## src/rtl/spi_txq_pkg.sv

```systemverilog
// Package: shared sizes and the event type used by the sticky status flags.
// Assumes: queue depth is a power of two so pointers wrap naturally.
package spi_txq_pkg;
    localparam int TXQ_DATA_W = 32;
    localparam int TXQ_DEPTH  = 4;

    // Set/clear event pair for one write-1-to-clear flag
    typedef struct packed {
        logic set;
        logic clr;
    } flag_evt_t;
endpackage

```

## src/rtl/spi_txq_mem.sv

```systemverilog
// Module: spi_txq_mem
// Entry storage of the transmit queue: one write port, one asynchronous read port.
// Assumes: the controller never writes and reads an invalid slot; storage holds no reset.
module spi_txq_mem #(
    parameter int DATA_W = 32,
    parameter int DEPTH  = 4,
    localparam int IDX_W = $clog2(DEPTH)
) (
    input  logic              clk,
    input  logic              wr_en,
    input  logic [IDX_W-1:0]  wr_idx,
    input  logic [DATA_W-1:0] wr_data,
    input  logic [IDX_W-1:0]  rd_idx,
    output logic [DATA_W-1:0] rd_data
);
    logic [DATA_W-1:0] slots [DEPTH];

    // Store an accepted entry into its slot
    always_ff @(posedge clk) begin
        if (wr_en) slots[wr_idx] <= wr_data;
    end

    // Present the head slot to the shift register
    always_comb rd_data = slots[rd_idx];
endmodule

```

## src/rtl/spi_txq_ptrs.sv

```systemverilog
// Module: spi_txq_ptrs
// Write/read pointers and occupancy counter; decides which pushes and loads are accepted.
// Assumes: DEPTH is a power of two; flush has priority over push and load.
module spi_txq_ptrs #(
    parameter int DEPTH = 4,
    localparam int IDX_W = $clog2(DEPTH),
    localparam int CNT_W = IDX_W + 1
) (
    input  logic             clk,
    input  logic             rst_n,
    input  logic             push_req,
    input  logic             pop_req,
    input  logic             flush,
    output logic             push_ok,
    output logic             pop_ok,
    output logic [IDX_W-1:0] wr_idx,
    output logic [IDX_W-1:0] rd_idx,
    output logic [CNT_W-1:0] count,
    output logic             full,
    output logic             empty
);
    localparam logic [CNT_W-1:0] FULL_CNT = CNT_W'(DEPTH);

    // Occupancy decode
    always_comb begin
        full    = (count == FULL_CNT);
        empty   = (count == '0);
        push_ok = push_req && !full && !flush;
        pop_ok  = pop_req && !empty && !flush;
    end

    // Pointer and counter update; flush returns everything to slot 0
    always_ff @(posedge clk) begin
        if (!rst_n || flush) begin
            wr_idx <= '0;
            rd_idx <= '0;
            count  <= '0;
        end else begin
            if (push_ok) wr_idx <= wr_idx + IDX_W'(1);
            if (pop_ok)  rd_idx <= rd_idx + IDX_W'(1);
            if (push_ok && !pop_ok)      count <= count + CNT_W'(1);
            else if (pop_ok && !push_ok) count <= count - CNT_W'(1);
        end
    end


    level_bound_chk: assert property (@(posedge clk) disable iff (!rst_n)
        count <= FULL_CNT);


    full_drop_chk: assert property (@(posedge clk) disable iff (!rst_n)
        push_req && full && !pop_req && !flush |=> $stable(count) && $stable(rd_idx) && $stable(wr_idx));


    load_step_chk: assert property (@(posedge clk) disable iff (!rst_n)
        pop_req && !empty && !push_req && !flush
        |=> count == $past(count) - CNT_W'(1) && rd_idx == $past(rd_idx) + IDX_W'(1));


    flush_empty_chk: assert property (@(posedge clk) disable iff (!rst_n)
        flush |=> count == '0 && rd_idx == '0 && wr_idx == '0);


    empty_load_chk: assert property (@(posedge clk) disable iff (!rst_n)
        pop_req && empty && !push_req && !flush |=> count == '0 && $stable(rd_idx));
endmodule

```

## src/rtl/spi_txq_w1c_flag.sv

```systemverilog
// Module: spi_txq_w1c_flag
// One sticky status bit: a set event raises it, a write-1 clear lowers it, set wins a tie.
// Assumes: set and clear are single-cycle strobes sampled on the clock edge.
module spi_txq_w1c_flag (
    input  logic clk,
    input  logic rst_n,
    input  spi_txq_pkg::flag_evt_t evt,
    output logic flag
);
    // Sticky update with set priority
    always_ff @(posedge clk) begin
        if (!rst_n)       flag <= 1'b0;
        else if (evt.set) flag <= 1'b1;
        else if (evt.clr) flag <= 1'b0;
    end


    set_wins_chk: assert property (@(posedge clk) disable iff (!rst_n)
        evt.set |=> flag);


    clear_takes_chk: assert property (@(posedge clk) disable iff (!rst_n)
        evt.clr && !evt.set |=> !flag);


    sticky_hold_chk: assert property (@(posedge clk) disable iff (!rst_n)
        flag && !evt.clr |=> flag);
endmodule

```

## src/rtl/spi_txq_ctrl.sv

```systemverilog
// Module: spi_txq_ctrl
// Transmit queue controller for an SPI master/slave: push port, head presentation to the
// shift register, occupancy/next-slot status, space/done/underrun flags with write-1 clear.
// Assumes: single clock domain; all strobes are one cycle wide; synchronous active-low reset.
module spi_txq_ctrl #(
    parameter int DATA_W = spi_txq_pkg::TXQ_DATA_W,
    parameter int DEPTH  = spi_txq_pkg::TXQ_DEPTH,
    localparam int IDX_W = $clog2(DEPTH),
    localparam int CNT_W = IDX_W + 1
) (
    input  logic              clk,
    input  logic              rst_n,
    input  logic              push_valid,
    input  logic              push_from_dma,
    input  logic [DATA_W-1:0] push_data,
    input  logic              load_req,
    input  logic              xfer_done,
    input  logic              slave_mode,
    input  logic              ext_start,
    input  logic              flush,
    input  logic              space_clr,
    input  logic              done_clr,
    input  logic              underrun_clr,
    output logic [DATA_W-1:0] load_data,
    output logic              entry_avail,
    output logic [CNT_W-1:0]  level,
    output logic [IDX_W-1:0]  next_slot,
    output logic              space_flag,
    output logic              space_req,
    output logic              done_flag,
    output logic              underrun_flag
);
    import spi_txq_pkg::*;

    localparam int N_STICKY = 2;
    localparam logic [CNT_W-1:0] LAST_FREE = CNT_W'(DEPTH - 1);

    logic             push_ok, pop_ok, full, empty;
    logic [IDX_W-1:0] wr_idx;
    logic             dma_filled, space_q;
    flag_evt_t        sticky_evt  [N_STICKY];
    logic             sticky_flag [N_STICKY];

    spi_txq_ptrs #(.DEPTH(DEPTH)) u_ptrs (
        .clk      (clk),
        .rst_n    (rst_n),
        .push_req (push_valid),
        .pop_req  (load_req),
        .flush    (flush),
        .push_ok  (push_ok),
        .pop_ok   (pop_ok),
        .wr_idx   (wr_idx),
        .rd_idx   (next_slot),
        .count    (level),
        .full     (full),
        .empty    (empty)
    );

    spi_txq_mem #(.DATA_W(DATA_W), .DEPTH(DEPTH)) u_mem (
        .clk     (clk),
        .wr_en   (push_ok),
        .wr_idx  (wr_idx),
        .wr_data (push_data),
        .rd_idx  (next_slot),
        .rd_data (load_data)
    );

    // A DMA push that takes the last free slot ends the fill request
    always_comb dma_filled = push_ok && push_from_dma && !pop_ok && (level == LAST_FREE);

    // Space flag: re-armed whenever not full, cleared by DMA fill or write-1
    always_ff @(posedge clk) begin
        if (!rst_n)                       space_q <= 1'b1;
        else if (space_clr || dma_filled) space_q <= 1'b0;
        else if (!full)                   space_q <= 1'b1;
    end

    // Event wiring for the two sticky flags: index 0 done, index 1 underrun
    always_comb begin
        sticky_evt[0].set = xfer_done;
        sticky_evt[0].clr = done_clr;
        sticky_evt[1].set = slave_mode && ext_start && empty;
        sticky_evt[1].clr = underrun_clr;
    end

    for (genvar g = 0; g < N_STICKY; g++) begin : g_sticky
        spi_txq_w1c_flag u_flag (
            .clk   (clk),
            .rst_n (rst_n),
            .evt   (sticky_evt[g]),
            .flag  (sticky_flag[g])
        );
    end

    // Output fan-out
    always_comb begin
        entry_avail   = !empty;
        space_flag    = space_q;
        space_req     = space_q;
        done_flag     = sticky_flag[0];
        underrun_flag = sticky_flag[1];
    end


    space_rearm_chk: assert property (@(posedge clk) disable iff (!rst_n)
        !full && !space_clr && !(push_valid && push_from_dma) |=> space_flag);


    dma_fill_clr_chk: assert property (@(posedge clk) disable iff (!rst_n)
        push_valid && push_from_dma && !load_req && !flush && level == LAST_FREE |=> !space_flag);


    full_hold_chk: assert property (@(posedge clk) disable iff (!rst_n)
        full && !space_flag && !flush |=> !space_flag);


    underrun_set_chk: assert property (@(posedge clk) disable iff (!rst_n)
        slave_mode && ext_start && level == '0 |=> underrun_flag);


    master_no_uf_chk: assert property (@(posedge clk) disable iff (!rst_n)
        !underrun_flag && !slave_mode |=> !underrun_flag);
endmodule

```

## config.mk

```make
export PLATFORM = sky130hd
export DESIGN_NAME = spi_txq_ctrl
export DESIGN_NICKNAME = d
export VERILOG_FILES = /design/src/rtl/spi_txq_pkg.sv /design/src/rtl/spi_txq_mem.sv /design/src/rtl/spi_txq_ptrs.sv /design/src/rtl/spi_txq_w1c_flag.sv /design/src/rtl/spi_txq_ctrl.sv
export SDC_FILE = /design/constraint.sdc
export NUM_CORES = 1
export LEC_CHECK = 0
export BUFFER_PORTS_ARGS = -buffer_cell sky130_fd_sc_hd__buf_2
export CAP_MARGIN = 20
export CORE_MARGIN = 1
export CORE_UTILIZATION = 60
export DETAILED_ROUTE_END_ITERATION = 7
export MAX_ROUTING_LAYER = met4
export PLACE_DENSITY = 0.84
export SYNTH_ARGS = -nofsm -noshare
export SYNTH_HDL_FRONTEND = slang
export SYNTH_SLANG_ARGS = --single-unit
export TNS_END_PERCENT = 100
```

## constraint.sdc

```tcl
create_clock -name clk -period 3 [get_ports clk]
set_input_delay 0.15 -clock clk [delete_from_list [all_inputs] [get_ports clk]]
set_output_delay 0.15 -clock clk [all_outputs]
set_load 0.005 [all_outputs]
```

# Word level (Yosys, flattened, before mapping)
# Memories as Yosys holds them, arrays and structs flattened. A register that Yosys moved wholly into a read port is not among the register bits.
# Cells that the tools add are included.
# W data, S select, Z words.
# totals
regBits,10
latchBits,0
ram_bits,128
mem_bits_ro,0
out_inout_bits,42
memories,1
# classes
add_sub_neg,4
multipliers,0
n_div,0
n_lt_le_gt_ge,0
eq_ne,3
shift,0
muxes,12
bitwise_logic,0
reduce_logical,23
# memory_table
memory,words,width,read_ports,rd_ports_with_merged_regs,write_ports,line_no,source
u_mem.slots,4,32,1,1,1,spi_txq_mem.sv:16,logic [DATA_W-1:0] slots [DEPTH];
# ops
operator,count
$logic_and A1 B1 Y1,11
$mux W1,8
$logic_not A1 Y1,6
$mux W3,2
$reduce_bool A2 Y1,3
$add A2 B1 Y2 const B,2
$mux W2,2
$add A3 B1 Y3 const B,1
$eq A3 B2 Y1 const B,1
$eq A3 B3 Y1 const B,1
$logic_not A3 Y1,1
$sub A3 B1 Y3 const B,1
$logic_or A1 B1 Y1,2
$ne A2 B1 Y1 const B,1

# Logic depth before layout (Yosys ltp)
# Gate-level depths: netlist (run 1).
# depth
ltp_word,9
ltp_mapped,9
mapped_depth_nobuf,9

# By module
# Synthesis (run 1) repeated with hierarchy kept, for this count alone.
# unflattened
hier_cells,223
hier_area_um2,5197.5
# modules_own_cells
mod,n_inst,cells_each,area_per_inst_um2
spi_txq_mem,1,171,4689.5
spi_txq_ptrs,1,38,347.8
spi_txq_w1c_flag,2,3,41.3
spi_txq_ctrl,1,8,77.6

# Worst setup path before layout (run 1)
# OpenSTA, ideal clock, no wires.
# synth_timing
path_type,register to register
start,register u_ptrs.count[0]
end,register u_ptrs.count[2]
arrival_ns,1.999
slack_ns,0.931
path_stages_with_launch,10
n_path_buf,0
synth_period_minus_slack_ns,2.069
path_cell_list,dfxtp_1 -> nor3_2 -> inv_1 -> nand3b_2 -> ha_1 -> inv_1 -> fa_1 -> xor2_1 -> or3_1 -> a21oi_1
# synth_via
elab_chain_cells,7
elab_cells_between_ends,17
# synth_rtl
element,line_no,source
"start, declared",spi_txq_ptrs.sv:18,"output logic [CNT_W-1:0] count,"
"start signal, assigned",spi_txq_ptrs.sv:41,if (push_ok && !pop_ok) count <= count + CNT_W'(1);
"start signal, assigned",spi_txq_ptrs.sv:42,else if (pop_ok && !push_ok) count <= count - CNT_W'(1);
$logic_not A3 Y1 *,spi_txq_ptrs.sv:27,empty = (count == '0);
$logic_not A1 Y1 *,n/a,
net entry_avail,spi_txq_ctrl.sv:25,"output logic entry_avail,"
$logic_and A1 B1 Y1 * (2 in series),spi_txq_ptrs.sv:29,pop_ok = pop_req && !empty && !flush;
$logic_not A1 Y1,spi_txq_ptrs.sv:41,
$logic_and A1 B1 Y1,spi_txq_ptrs.sv:41,
$mux W3 / $reduce_bool A2 Y1 (equally long branches),n/a,
# The timed path passes the listed nets; every way through them passes the cells marked *. The select of a mux whose other input is x is not followed.
# A chain may end at the register's enable or synchronous reset.

==> metrics.txt, run 1 <==
Ys Warns=0; peak supply drop=0.000502 V; Hold Path Sink=u_ptrs.rd_idx[0]; EDFF count, synth=128; max frequency=440 MHz; met2 track demand over resource=40.6%; reg-to-reg setup timing slack=0.81 ns; die width=96.0 µm; Detailed Routing Iterations Pass 1=4; fraction of layout cells with a size suffix above 1=40.6%; Hold WC Path Type=input pin to register; PwrDens=677 nW/µm²; post-synthesis sequential area ratio=77.1%; CP Data Arrival Time=2.12 ns; Top Usage Layer GRT=met2; worst path required time=2.85 ns; Synth Net Count=284; critical path class=register to output pin; outcome=finished clean; met1 Use GR=26.1%; Cell Rows=33; largest net degree at the start of global routing=33; CP Capture Type=output pin; WL per Instance=20.2 µm; Relative slew margins=42.1%; grt ovf=0; Routed WL=9.84 mm; Ant. Diodes=0; reg2reg start=u_ptrs.count[0]; leakage power=2.44 nW; Final Hold Vio Count=0; initial antenna violation count=0; Overall Global Routing Usage=23.8%; Via density=5.71; clk_skew=0.00889 ns; CTS tree=yes; overall power=0.00461 W; NumNets Final=420; Initial Util=63.2%; hold path cells=4; met3 usage=6.40%; die area=9210 µm²; Clock Tree Buf Depth=2; dpl hpwl=5.48 mm; total number of H-tree levels=4; Reg2Reg Capture Point=u_ptrs.count[2]; Least-Margin Pin Slew=0.869 ns; latest clock arrival within the worst-skew pair=0.51 ns; Yosys reg bits=140; vias in the first global route=2882; hold_ws=0.0335 ns; PortBufs=85; RSZ-0062 raised after global routing=false; Ports=86; asr flop ratio synth=0%; DRC=0; crit path time final=2.27 ns; most used flip-flop cell after synthesis=edfxtp_1; initial DRC count=135; DR vias=2782; setup bufs post-CTS=0; worst-case reg-to-reg path depth=9; Util after Layout=81.3%; Routed Antenna Nets=0; Die H=96.0 µm; Syn Std Cell Area=5300 µm²; global-route wire length before repair=14.5 mm; dominant cells by area after synthesis=edfxtp_1 (73%), mux4_2 (13%), dfxtp_1 (4.5%); Area Overhead vs Synth=28.6%; total core area=8380 µm²; Yosys top cell area share=72.6%; Root Driver=clkbuf_8; fin. max-slew vios=0; Synth area leader=edfxtp_1; max-cap viol count=0; Hold Startpoint=flush; Setup TNS Final=0 ns; Tcrit/Tclk final=75.7%; Cells after Synth=234; Reg clk slew, reported paths=0.06 ns; Num Clock Sinks=140; GP Congestion=0.794; CP max FO=20; syn_area_per_cell=22.6 µm²; final setup fails=0; Netlist cell types=32; cts bufs inserted=17; startpoint types=register
[layer usage]
layer	part of all wire [%]	wire, µm
met1	39	3850
met2	54	5330
met4	1.8	175
met3	4.9	481
met5	0	0
[cells in the mapped netlist, types with 2 or more instances]
library cell,number
o31ai_1,2
nor2_1,4
a21oi_1,3
buf_2,4
or3_1,2
and3_1,5
buf_12,3
dfxtp_1,12
mux4_1,2
nor2b_1,4
o21ai_0,3
xor2_1,2
mux4_2,30
ha_1,5
edfxtp_1,128
mux2i_1,3
inv_1,5
nand2b_1,3
[critical path: stages (launching register included)]
cell,delay [ns]
dfxtp_2,0.63
buf_12,0.27
mux4_2,0.55
buf_2,0.15
[per-stage QoR]
| stage | worst slack (ns) | area, µm² | std cells |
|---|---|---|---|
| 6_report | 0.729 | 6810 | 487 |
| 5_1_grt | 0.598 | 6810 | 487 |
| 4_1_cts | 0.677 | 6810 | 487 |
| 3_5_place_dp | 0.798 | 5780 | 416 |
| 3_3_place_gp | 0.854 | 5780 | 416 |
| 2_1_floorplan | 0.931 | 5300 | 234 |
[what timing repair did]
| item | in CTS | in global routing |
|---|---|---|
| endpoints found under the setup margin | 0 | 0 |
| hold buffers | 40 | 0 |
| gates resized for setup | 0 | 0 |
| endpoints found under the hold margin | 132 | 0 |
[layout by cell type (no fill, tap or decap), drive strengths merged, types with 4 or more instances in the layout]
cell type / netlist / routed
edfxtp: 128 / 128
buf: 9 / 86
dlygate4sd3: 0 / 40
mux4: 32 / 32
clkbuf: 0 / 17
dfxtp: 12 / 12
inv: 5 / 8
clkinv: 0 / 6
ha: 5 / 5
bufinv: 0 / 5
and3: 5 / 5
nor2: 4 / 4
nor2b: 4 / 4
[logic make-up after synthesis]
logic type,count (synthesis),synth area share [%]
DFF,140,77.1
muxes,35,14.3
and+or+nand+nor,27,3.31
buffers and inverters,14,2.22
AOI/OAI and AO/OA,10,1.16
adders and majority gates,6,1.56
xor gates and xnor gates,2,0.331
[where the power goes]
part / switching, W / internal [W]
clock: 0.000784 / 0.00143
combinational: 0.0000945 / 0.000118
sequential: 0.0000151 / 0.00216
[layout make-up]
cell class	count	area, µm²
Clock buffer	17	414
Clock inverter	14	216
Fill cell	423	1570
Inverter	5	18.8
Multi-Input combinational cell	80	1100
Sequential cell	140	4090
Tap cell	105	131
Timing Repair Buffer	126	846
[registers in the layout (all words and copies together) (netlist names), named ones only]
name	count
u_ptrs.rd_idx	2
u_ptrs.wr_idx	2
u_ptrs.count	3
space_flag	1
g_sticky.u_flag.flag	2
u_mem.slots	128
[worst max path at each step]
stage | startpoint | end | slack (ns) | cells past startpoint
after floorplan | u_ptrs.count[0] | u_ptrs.count[2] | 0.93 | 9
after global placement | u_ptrs.count[0] | u_ptrs.count[2] | 0.85 | 9
after detailed placement | u_ptrs.count[0] | u_ptrs.count[2] | 0.80 | 9
after CTS | register | load_data[24] | 0.68 | 3
after global routing | register | load_data[24] | 0.60 | 3
final | register | load_data[29] | 0.73 | 3
(Power assumes the default switching activity.)
==> run 2: changes to the inputs <==
--- a/config.mk
+++ b/config.mk
@@ -8,10 +8,10 @@
 export BUFFER_PORTS_ARGS = -buffer_cell sky130_fd_sc_hd__buf_2
 export CAP_MARGIN = 20
 export CORE_MARGIN = 1
-export CORE_UTILIZATION = 60
+export CORE_UTILIZATION = 56
 export DETAILED_ROUTE_END_ITERATION = 7
 export MAX_ROUTING_LAYER = met4
-export PLACE_DENSITY = 0.84
+export PLACE_DENSITY = 0.79
 export SYNTH_ARGS = -nofsm -noshare
 export SYNTH_HDL_FRONTEND = slang
 export SYNTH_SLANG_ARGS = --single-unit
==> constraint.sdc (replaced) <==
create_clock -name clk -period 2.4 [get_ports clk]
set_input_delay 0.12 -clock clk [delete_from_list [all_inputs] [get_ports clk]]
set_output_delay 0.12 -clock clk [all_outputs]
set_load 0.005 [all_outputs]
==> metrics.txt, run 2 (synthesized netlist as in run 1, its figures left out) <==
max FFs per register=128 (unchanged); initial antenna violation count=0 (unchanged); Area Overhead vs Synth=29.7%; startpoint types=register; Most flops, register=u_mem.slots; total number of H-tree levels=4 (unchanged); fin. max-slew vios=0 (unchanged); Setup TNS Final=0 ns (unchanged); Detailed Routing Iterations Pass 1=4 (unchanged); Ports=86 (unchanged); Logic pwr share=4.9% (+0.3 points); CP Capture Type=register; peak supply drop=0.000820 V (+63%); PwrDens=805 nW/µm² (+19%); CP Data Arrival Time=2.71 ns (+0.59 ns); NumNets Final=428 (+1.9%); crit path time final=2.26 ns; Ant. Diodes=0 (unchanged); Reg clk slew, reported paths=0.06 ns (about the same); clock network power share=45.9% (-2.2 points); Least-Margin Pin Slew=0.879 ns (+0.0102 ns); Routed WL=9.70 mm (-1.4%); max-cap viol count=0 (unchanged); Tcrit/Tclk final=94.2%; Root Driver=clkbuf_8; PortBufs=85 (unchanged); switching pwr=0.00110 W (+23%); grt ovf=0 (unchanged); leakage power=2.45 nW (+0.44%); dpl hpwl=5.71 mm (+4.3%); Reg power frac=49.2% (+1.9 points); total core area=9200 µm² (+9.7%); global-route wire length before repair=14.9 mm (+2.9%); most frequent cells in the layout=edfxtp_1 (128), buf_2 (85), dlygate4sd3_1 (44); outcome=finished clean; Routed Antenna Nets=0 (unchanged); WL per Instance=19.3 µm (-4.4%); fraction of layout cells with a size suffix above 1=40.4% (-0.17 points); Final Hold Vio Count=0 (unchanged); initial DRC count=190 (+41%); vias in the first global route=2891 (+0.31%); max frequency=443 MHz; internal power=0.00443 W (+19%); overall power=0.00553 W (+20%); Initial Util=57.6% (-5.6 points); Largest regs=u_mem.slots x128, u_ptrs.count x3; latest clock arrival within the worst-skew pair=0.50 ns (about the same); DR vias=2738 (-1.6%); die area=9850 µm² (+7.0%); final setup fails=0 (unchanged); RSZ-0062 raised after global routing=false; largest net degree at the start of global routing=33 (unchanged); GP Congestion=0.855 (+7.6%); Via density=5.45 (-4.5%); Clock Tree Buf Depth=2 (unchanged); Hold WC Path Type=input pin to register; Switching Share=19.9% (+0.47 points); Cell Rows=35 (+6.1%); Relative slew margins=41.4% (-0.68 points); DRC=0 (unchanged); cts bufs inserted=17 (unchanged); clk_skew=0.00557 ns (-0.00331 ns); CTS tree=yes; worst path required time=2.85 ns (about the same); most common cell after layout, fill and taps aside=edfxtp_1; CP max FO=7 (-65%); Num Clock Sinks=140 (unchanged); critical path class=register to register; Overall Global Routing Usage=21.8% (-2.0 points); die width=99.3 µm (+3.4%); Die H=99.3 µm (+3.4%)
run 2: changes by cell type in the layout (fill, tap and decap cells not counted):
cell / before / now
clkinv_1: 1 / 3
buf_4: 0 / 2
clkinvlp_4: 0 / 3
inv_6: 3 / 2
clkinv_2: 2 / 1
buf_12: 1 / 3
bufinv_16: 5 / 3
dlygate4sd3_1: 40 / 44
run 2: path summary, 6_finish.rpt:
check / to / slack, ns / cells past startpoint / startpoint
max: u_ptrs.rd_idx[0] / 0.14 / 6 / u_ptrs.count[0]
min: u_ptrs.count[2] / 0.08 / 3 / rst_n
max reg2reg: u_ptrs.rd_idx[0] / 0.14 / 6 / u_ptrs.count[0]
min reg2reg: u_ptrs.wr_idx[0] / 0.53 / 2 / u_ptrs.wr_idx[0]
run 2: repair_timing:
item | 4_1_cts | 5_1_grt
buffers inserted | 0 | 0
endpoints found under the hold margin | 135 | 0
hold buffers | 44 | 0
resized for setup | 0 | 0
setup endpoints to repair | 0 | 0
run 2: power by group through the flow:
stage | clock [W] | sequential, W | combinational [W]
2_1_floorplan | 0 | 0.00277 | 0.000103
3_3_place_gp | 0 | 0.00277 | 0.000202
3_5_place_dp | 0 | 0.00277 | 0.000213
4_1_cts | 0.00258 | 0.00272 | 0.000270
5_1_grt | 0.00269 | 0.00272 | 0.000294
6_report | 0.00254 | 0.00272 | 0.000270
run 2: area by class of cell:
class,instances,area (µm²)
Clock inverter,15,173
Sequential cell,140,4090
Tap cell,111,139
Multi-Input combinational cell,80,1100
Fill cell,543,2320
Clock buffer,17,414
Inverter,5,18.8
Timing Repair Buffer,134,941
run 2: critical path, cell delays in order, from the launching register on:
cell	delay, ns
dfxtp_1	0.40
nor3_2	0.27
inv_1	0.10
nand3b_2	0.13
dlygate4sd3_1	0.58
mux2i_1	0.17
dlygate4sd3_1	0.55
run 2: metal layers:
metal | routed length (µm) | global-route usage (%)
met1 | 3990 | 26.3
met4 | 133 | 8.94
met3 | 398 | 5.76
met5 | 0 | -
met2 | 5180 | 35.2
run 2: per-stage QoR:
step	cells	util, %	hold WS [ns]	worst slack, ns	instance area, µm²
2_1_floorplan	234	-	0.191	0.331	5300
3_3_place_gp	426	63.6	0.309	0.248	5840
3_5_place_dp	426	63.6	0.318	0.174	5840
4_1_cts	502	74.7	0.0550	0.151	6870
5_1_grt	502	74.7	0.0954	0.0464	6870
6_report	502	74.7	0.0829	0.140	6870
